`src/rtl/wc_pkg.sv`:
```
package wc_pkg;
  typedef enum logic {
    ST_IDLE = 1'b0,
    ST_BUSY = 1'b1
  } wc_state_t;
endpackage

```
`src/rtl/wc_space_router.sv`:
```
module wc_space_router #(
  parameter int          NT       = 32,
  parameter int          AW       = 40,
  parameter int          BS       = 7,
  parameter logic [63:0] SH_BASE  = 64'h0100_0000,
  parameter logic [63:0] SH_SIZE  = 64'h0100_0000,
  parameter logic [63:0] LO_BASE  = 64'h0200_0000,
  parameter logic [63:0] LO_SIZE  = 64'h0100_0000
) (
  input  logic [NT*AW-1:0]      addr_flat,
  input  logic                  mode32,
  input  logic [NT-1:0]         active,
  output logic [NT*(AW-BS)-1:0] blk_flat,
  output logic [NT-1:0]         shared_mask,
  output logic [NT-1:0]         local_mask,
  output logic [NT-1:0]         global_mask
);
  localparam int BW = AW - BS;
  localparam logic [63:0] SH_END = SH_BASE + SH_SIZE;
  localparam logic [63:0] LO_END = LO_BASE + LO_SIZE;

  for (genvar t = 0; t < NT; t++) begin : g_thr
    logic [AW-1:0] ea;
    logic [63:0]   ea64;
    logic          in_sh;
    logic          in_lo;

    always_comb begin
      ea = addr_flat[t*AW +: AW];
      if (mode32) begin
        for (int b = 32; b < AW; b++) ea[b] = 1'b0;
      end
    end

    assign ea64  = 64'(ea);
    assign in_sh = (ea64 >= SH_BASE) && (ea64 < SH_END);
    assign in_lo = (ea64 >= LO_BASE) && (ea64 < LO_END);

    assign shared_mask[t]         = active[t] & in_sh;
    assign local_mask[t]          = active[t] & ~in_sh & in_lo;
    assign global_mask[t]         = active[t] & ~in_sh & ~in_lo;
    assign blk_flat[t*BW +: BW]   = ea[AW-1:BS];
  end
endmodule

```
`src/rtl/wc_leader_pick.sv`:
```
module wc_leader_pick #(
  parameter int NT = 32,
  localparam int LW = (NT > 1) ? $clog2(NT) : 1
) (
  input  logic [NT-1:0] pending,
  output logic [LW-1:0] idx,
  output logic          found
);
  always_comb begin
    idx   = '0;
    found = 1'b0;
    for (int i = NT - 1; i >= 0; i--) begin
      if (pending[i]) begin
        idx   = LW'(i);
        found = 1'b1;
      end
    end
  end
endmodule

```
`src/rtl/wc_block_match.sv`:
```
module wc_block_match #(
  parameter int NT = 32,
  parameter int BW = 33,
  localparam int LW = (NT > 1) ? $clog2(NT) : 1
) (
  input  logic [NT*BW-1:0] blk_flat,
  input  logic [NT-1:0]    pending,
  input  logic [LW-1:0]    leader,
  output logic [BW-1:0]    leader_blk,
  output logic [NT-1:0]    match
);
  assign leader_blk = blk_flat[leader*BW +: BW];

  for (genvar t = 0; t < NT; t++) begin : g_cmp
    assign match[t] = pending[t] && (blk_flat[t*BW +: BW] == leader_blk);
  end
endmodule

```
`src/rtl/warp_coalescer.sv`:
```
module warp_coalescer
  import wc_pkg::*;
#(
  parameter int          NUM_THREADS = 32,
  parameter int          ADDR_W      = 40,
  parameter int          BLK_SHIFT   = 7,
  parameter logic [63:0] SHARED_BASE = 64'h0100_0000,
  parameter logic [63:0] SHARED_SIZE = 64'h0100_0000,
  parameter logic [63:0] LOCAL_BASE  = 64'h0200_0000,
  parameter logic [63:0] LOCAL_SIZE  = 64'h0100_0000
) (
  input  logic                          clk,
  input  logic                          rst_n,
  input  logic                          in_valid,
  output logic                          in_ready,
  input  logic                          in_mode32,
  input  logic [NUM_THREADS-1:0]        in_active,
  input  logic [NUM_THREADS*ADDR_W-1:0] in_addr,
  output logic                          req_valid,
  input  logic                          req_ready,
  output logic [ADDR_W-1:0]             req_addr,
  output logic [NUM_THREADS-1:0]        req_mask,
  output logic                          route_valid,
  output logic [NUM_THREADS-1:0]        route_shared,
  output logic [NUM_THREADS-1:0]        route_local,
  output logic                          done
);
  localparam int NT = NUM_THREADS;
  localparam int BW = ADDR_W - BLK_SHIFT;
  localparam int LW = (NT > 1) ? $clog2(NT) : 1;

  wc_state_t        state_q;
  logic [NT*BW-1:0] blk_q;
  logic [NT-1:0]    pend_q;
  logic             route_valid_q;
  logic [NT-1:0]    route_sh_q, route_lo_q;
  logic             done_q;

  logic [NT*BW-1:0] rt_blk;
  logic [NT-1:0]    rt_sh, rt_lo, rt_gl;
  logic [LW-1:0]    lead_idx;
  logic             lead_found;
  logic [BW-1:0]    lead_blk;
  logic [NT-1:0]    match;

  logic busy, accept, fire, last;

  wc_space_router #(
    .NT(NT), .AW(ADDR_W), .BS(BLK_SHIFT),
    .SH_BASE(SHARED_BASE), .SH_SIZE(SHARED_SIZE),
    .LO_BASE(LOCAL_BASE), .LO_SIZE(LOCAL_SIZE)
  ) u_router (
    .addr_flat  (in_addr),
    .mode32     (in_mode32),
    .active     (in_active),
    .blk_flat   (rt_blk),
    .shared_mask(rt_sh),
    .local_mask (rt_lo),
    .global_mask(rt_gl)
  );

  wc_leader_pick #(.NT(NT)) u_leader (
    .pending(pend_q),
    .idx    (lead_idx),
    .found  (lead_found)
  );

  wc_block_match #(.NT(NT), .BW(BW)) u_match (
    .blk_flat  (blk_q),
    .pending   (pend_q),
    .leader    (lead_idx),
    .leader_blk(lead_blk),
    .match     (match)
  );

  assign busy     = (state_q == ST_BUSY);
  assign in_ready = ~busy;
  assign accept   = in_valid & in_ready;

  assign req_valid = busy & lead_found;
  assign req_addr  = {lead_blk, {BLK_SHIFT{1'b0}}};
  assign req_mask  = match;
  assign fire      = req_valid & req_ready;
  assign last      = busy && ((pend_q & ~(fire ? match : '0)) == '0);

  assign route_valid  = route_valid_q;
  assign route_shared = route_sh_q;
  assign route_local  = route_lo_q;
  assign done         = done_q;

  always_ff @(posedge clk or negedge rst_n) begin
    if (!rst_n) begin
      state_q       <= ST_IDLE;
      blk_q         <= '0;
      pend_q        <= '0;
      route_valid_q <= 1'b0;
      route_sh_q    <= '0;
      route_lo_q    <= '0;
      done_q        <= 1'b0;
    end else begin
      route_valid_q <= 1'b0;
      done_q        <= 1'b0;
      if (accept) begin
        state_q       <= ST_BUSY;
        blk_q         <= rt_blk;
        pend_q        <= rt_gl;
        route_valid_q <= 1'b1;
        route_sh_q    <= rt_sh;
        route_lo_q    <= rt_lo;
      end else if (busy) begin
        if (fire) pend_q <= pend_q & ~match;
        if (last) begin
          state_q <= ST_IDLE;
          done_q  <= 1'b1;
        end
      end
    end
  end
endmodule

```
`config.mk`:
```
export PLATFORM = sky130hd
export DESIGN_NAME = warp_coalescer
export DESIGN_NICKNAME = d
export VERILOG_FILES = /design/src/rtl/wc_pkg.sv /design/src/rtl/wc_space_router.sv /design/src/rtl/wc_leader_pick.sv /design/src/rtl/wc_block_match.sv /design/src/rtl/warp_coalescer.sv
export SDC_FILE = /design/constraint.sdc
export NUM_CORES = 2
export LEC_CHECK = 0
export BUFFER_PORTS_ARGS = -buffer_cell sky130_fd_sc_hd__buf_2
export CORE_AREA = 2 2 565 567
export DETAILED_ROUTE_END_ITERATION = 8
export DIE_AREA = 0 0 567 569
export SLEW_MARGIN = 20
export SYNTH_ARGS = -nofsm -noshare
export SYNTH_HDL_FRONTEND = slang
export SYNTH_SLANG_ARGS = --single-unit
export TNS_END_PERCENT = 30
```
`constraint.sdc`:
```
create_clock -name clk -period 5.3 [get_ports clk]
set_input_delay 0.795 -clock clk [delete_from_list [all_inputs] [get_ports clk]]
set_output_delay 0.795 -clock clk [all_outputs]
set_load 0.1 [all_outputs]
```
==> metrics.txt <==
status complete, but fails checks; failing checks setup timing; dominant synthesized flop cell dfrtp_1; overall die area 0.3226 sq mm; Final nets 12,000; Post-DRT Antenna Nets 0; router iterations before antenna repair 8; I/O Pins 1,457; sequential share of the synthesized area 42.15%; CP Data Arrival Time 6450 ps; Peak VDD IR 317.0 uV; share of the core filled with cells 32.82%; Min Clock Period, post-route 7247 ps; unrepaired setup endpoints after global routing true; 1st-iter DRT viols 9,985; cell count after synthesis 8,283; synthesized area 0.06857 sq mm; growth of design area from synthesis to finish 51.61%; Placement Setup Slack -1882 ps; Post-synth EDFFs 0; CTS max path bufs 4; CTS root buf clkbuf_16; WP data required around 4500 ps; PD cells ~440 mW/mm^2; DRT Wirelength 551.8 mm; crit-path cells buf_6, or4_4, a2111oi_4, buf_4, and2_4, buf_12, buf_4, nand3_1, buf_4, buf_4, o22ai_1, nor4_2, buf_4, nand4_4, buf_12, buf_12, xor2_1, nor4_2, buf_4, nand4_1, nor4_4, buf_12; core area 0.3168 sq mm; Total GRT Usage 32.76%; Final Max Slew Viols 0; Max FO, Critical Path 12; DR WL/cell ~37 um; layout cells sized above 1 33.30%; GP Congestion between 1 and 1.5; slowest stage cell, crit path nor4_4; CTS buffer count ~150; leakage dissipation 52.70 nW; crit start category flop; final hold viol count 0; H-tree depth 4; clk_skew 65.85 ps; FF/Latch Area 0.02891 sq mm; total grt overflow 0; clk slew on worst S/H paths 70 ps; row cnt 207; CP most frequent cell buf_4; routed vias 77,950; FMAX between 100 and 150 MHz; Vias/cell ~5.2; Max Cap Violations 0; hold buffers post-CTS 0; Final Non-Filler Cells 15,100; Max-slew headroom 16.56%; die width 567 um; Die Ht 569 um; initial antenna violation count 303; fill cell count 33,610; clk_lat worst skew 910 ps; residual DRC count 0; initial core utilization a little over a fifth; HP Class input pin to asynchronous set/reset pin; Worst Tran Pin Value 1252 ps; Port Buf Inserts 1,225; Num Clock Sinks 1,155; Netlist cell types 91; pin count of the biggest net entering global routing about 220; CP endpoint kind output pin; Final WS setup -1947 ps; # setup viols final 97; number of global-route vias before repair 74,100; CTS tree done; synth warn 0; dpl cells 14,380; syn_area_per_cell 8.278 sq um; first-pass GRT wire length approximately 710 mm; Detail Placement HPWL 452.5 mm; Async SR Flop Fraction 100.0%; Tcrit/Tclk final 136.7%; multi-input logic area between 0.04 and 0.05 sq mm; critical path class flop to output pin; critical path's largest stage delay 730 ps; number of synthesized register bits 1,155
## metal layers
layer | up-vias | GRT usage, % | routed length [um] | share of wire (%)
met5 | - | 0 | 874 | 0.16
met4 | 126 | 19.48 | 40830 | 7.4
met3 | 1492 | 10.46 | 60530 | 11
met2 | 5078 | 48.70 | 231900 | 42
met1 | 38610 | 41.32 | 217600 | 39
li1 | 32650 | - | - | -
## cells in the mapped netlist (130+ instances only)
master / n / area share, %
a21oi_1: 211 / 1.5
buf_2: 130 / 0.95
clkbuf_1: 325 / 1.8
dfrtp_1: 1155 / 42
mux2i_1: 283 / 4.1
nand2_1: 3265 / 18
nand3_1: 149 / 1.1
nand3b_1: 257 / 2.8
nor4_1: 371 / 3.4
o21ai_0: 135 / 0.99
xnor2_1: 195 / 2.5
xor2_1: 908 / 12
## placed cells by master (no fill, tap or decap), drive strengths merged, types with 49 or more instances in the layout
cell	n
o21ai	137
diode	132
o22ai	105
mux2i	284
clkbuf	219
inv	126
nand3b	257
nand4	83
nor2	49
a21oi	212
nand2	3266
nor4	375
nor3	53
xnor2	195
xor2	908
buf	2763
dfrtp	1155
a32o	66
nand3	160
## critical path, delay by kind of cell, from the launching register on
| family | cells | cell delay (ps) |
|---|---|---|
| AND/OR/NAND/NOR | 8 | 2220 |
| buffers and inverters | 11 | 1950 |
| AO/OA/AOI/OAI | 2 | 780 |
| flip-flops | 1 | 410 |
| XOR/XNOR | 1 | 110 |
## power by group
part,total (mW),switching (mW),internal (mW)
combinational,24.1,13.7,10.4
clock,10.8,4.55,6.27
sequential,11.0,1.54,9.49
total,45.9,19.8,26.2
## cell families after synthesis
kind of cell | count (synthesis) | synth area share [%]
buffers and inverters | 657 | 4.326
AO/OA/AOI/OAI | 713 | 6.967
flip-flops | 1155 | 42.15
XOR/XNOR | 1103 | 14.09
multiplexers | 290 | 4.299
AND/OR/NAND/NOR | 4364 | 28.16
other | 1 | 0.005469
## state kept, by name (all words and copies together), names as in the netlist
| name | flops |
|---|---|
| route_valid | 1 |
| pend_q | 32 |
| route_local | 32 |
| done | 1 |
| busy | 1 |
| blk_q | 1056 |
| route_shared | 32 |
## area by class of cell
| class | count | area share, % |
|---|---|---|
| multi-input combinational | 6478 | 39.84 |
| sequential | 1155 | 27.81 |
| timing repair buffer | 2780 | 21.78 |
| tap | 4180 | 5.031 |
| clock buffer | 204 | 4.077 |
| clock inverter | 57 | 0.7173 |
| inverter | 116 | 0.4261 |
| antenna | 132 | 0.3177 |
## repair_timing
item | in CTS | in global routing
gates cloned | 6 | 12
endpoints found under the setup margin | 97 | 97
buffers inserted | 162 | 173
resized for setup | 521 | 478
pin swaps | 155 | 206
endpoints found under the hold margin | 0 | 0
## stage by stage
stage | instance area, sq um | setup TNS [ps] | power, mW | hold slack [ps]
2_1_floorplan | 69570 | -2557 | 19.23 | 460.1
3_3_place_gp | 90150 | -93330 | 30.40 | 472.0
3_5_place_dp | 90160 | -89320 | 30.26 | 476.1
4_1_cts | 99500 | -76870 | 43.24 | 13.14
5_1_grt | 103800 | -80310 | 46.73 | 38.69
6_report | 104000 | -81990 | 45.93 | 24.08
## worst paths after layout
check                      slack, ps  cells past startpoint             start                to
setup / recovery               -1950                     22        pend_q[16]      req_mask[26]
hold / removal                    20                      1             rst_n        blk_q[817]
setup reg to reg               -1680                     38         pend_q[5]              busy
hold reg to reg                  490                      1  route_shared[23]  route_shared[23]
max in group asynchronous       3690                      3             rst_n        blk_q[914]
min in group clk                  90                      3     in_addr[1103]        blk_q[907]
(Power assumes the default switching activity.)
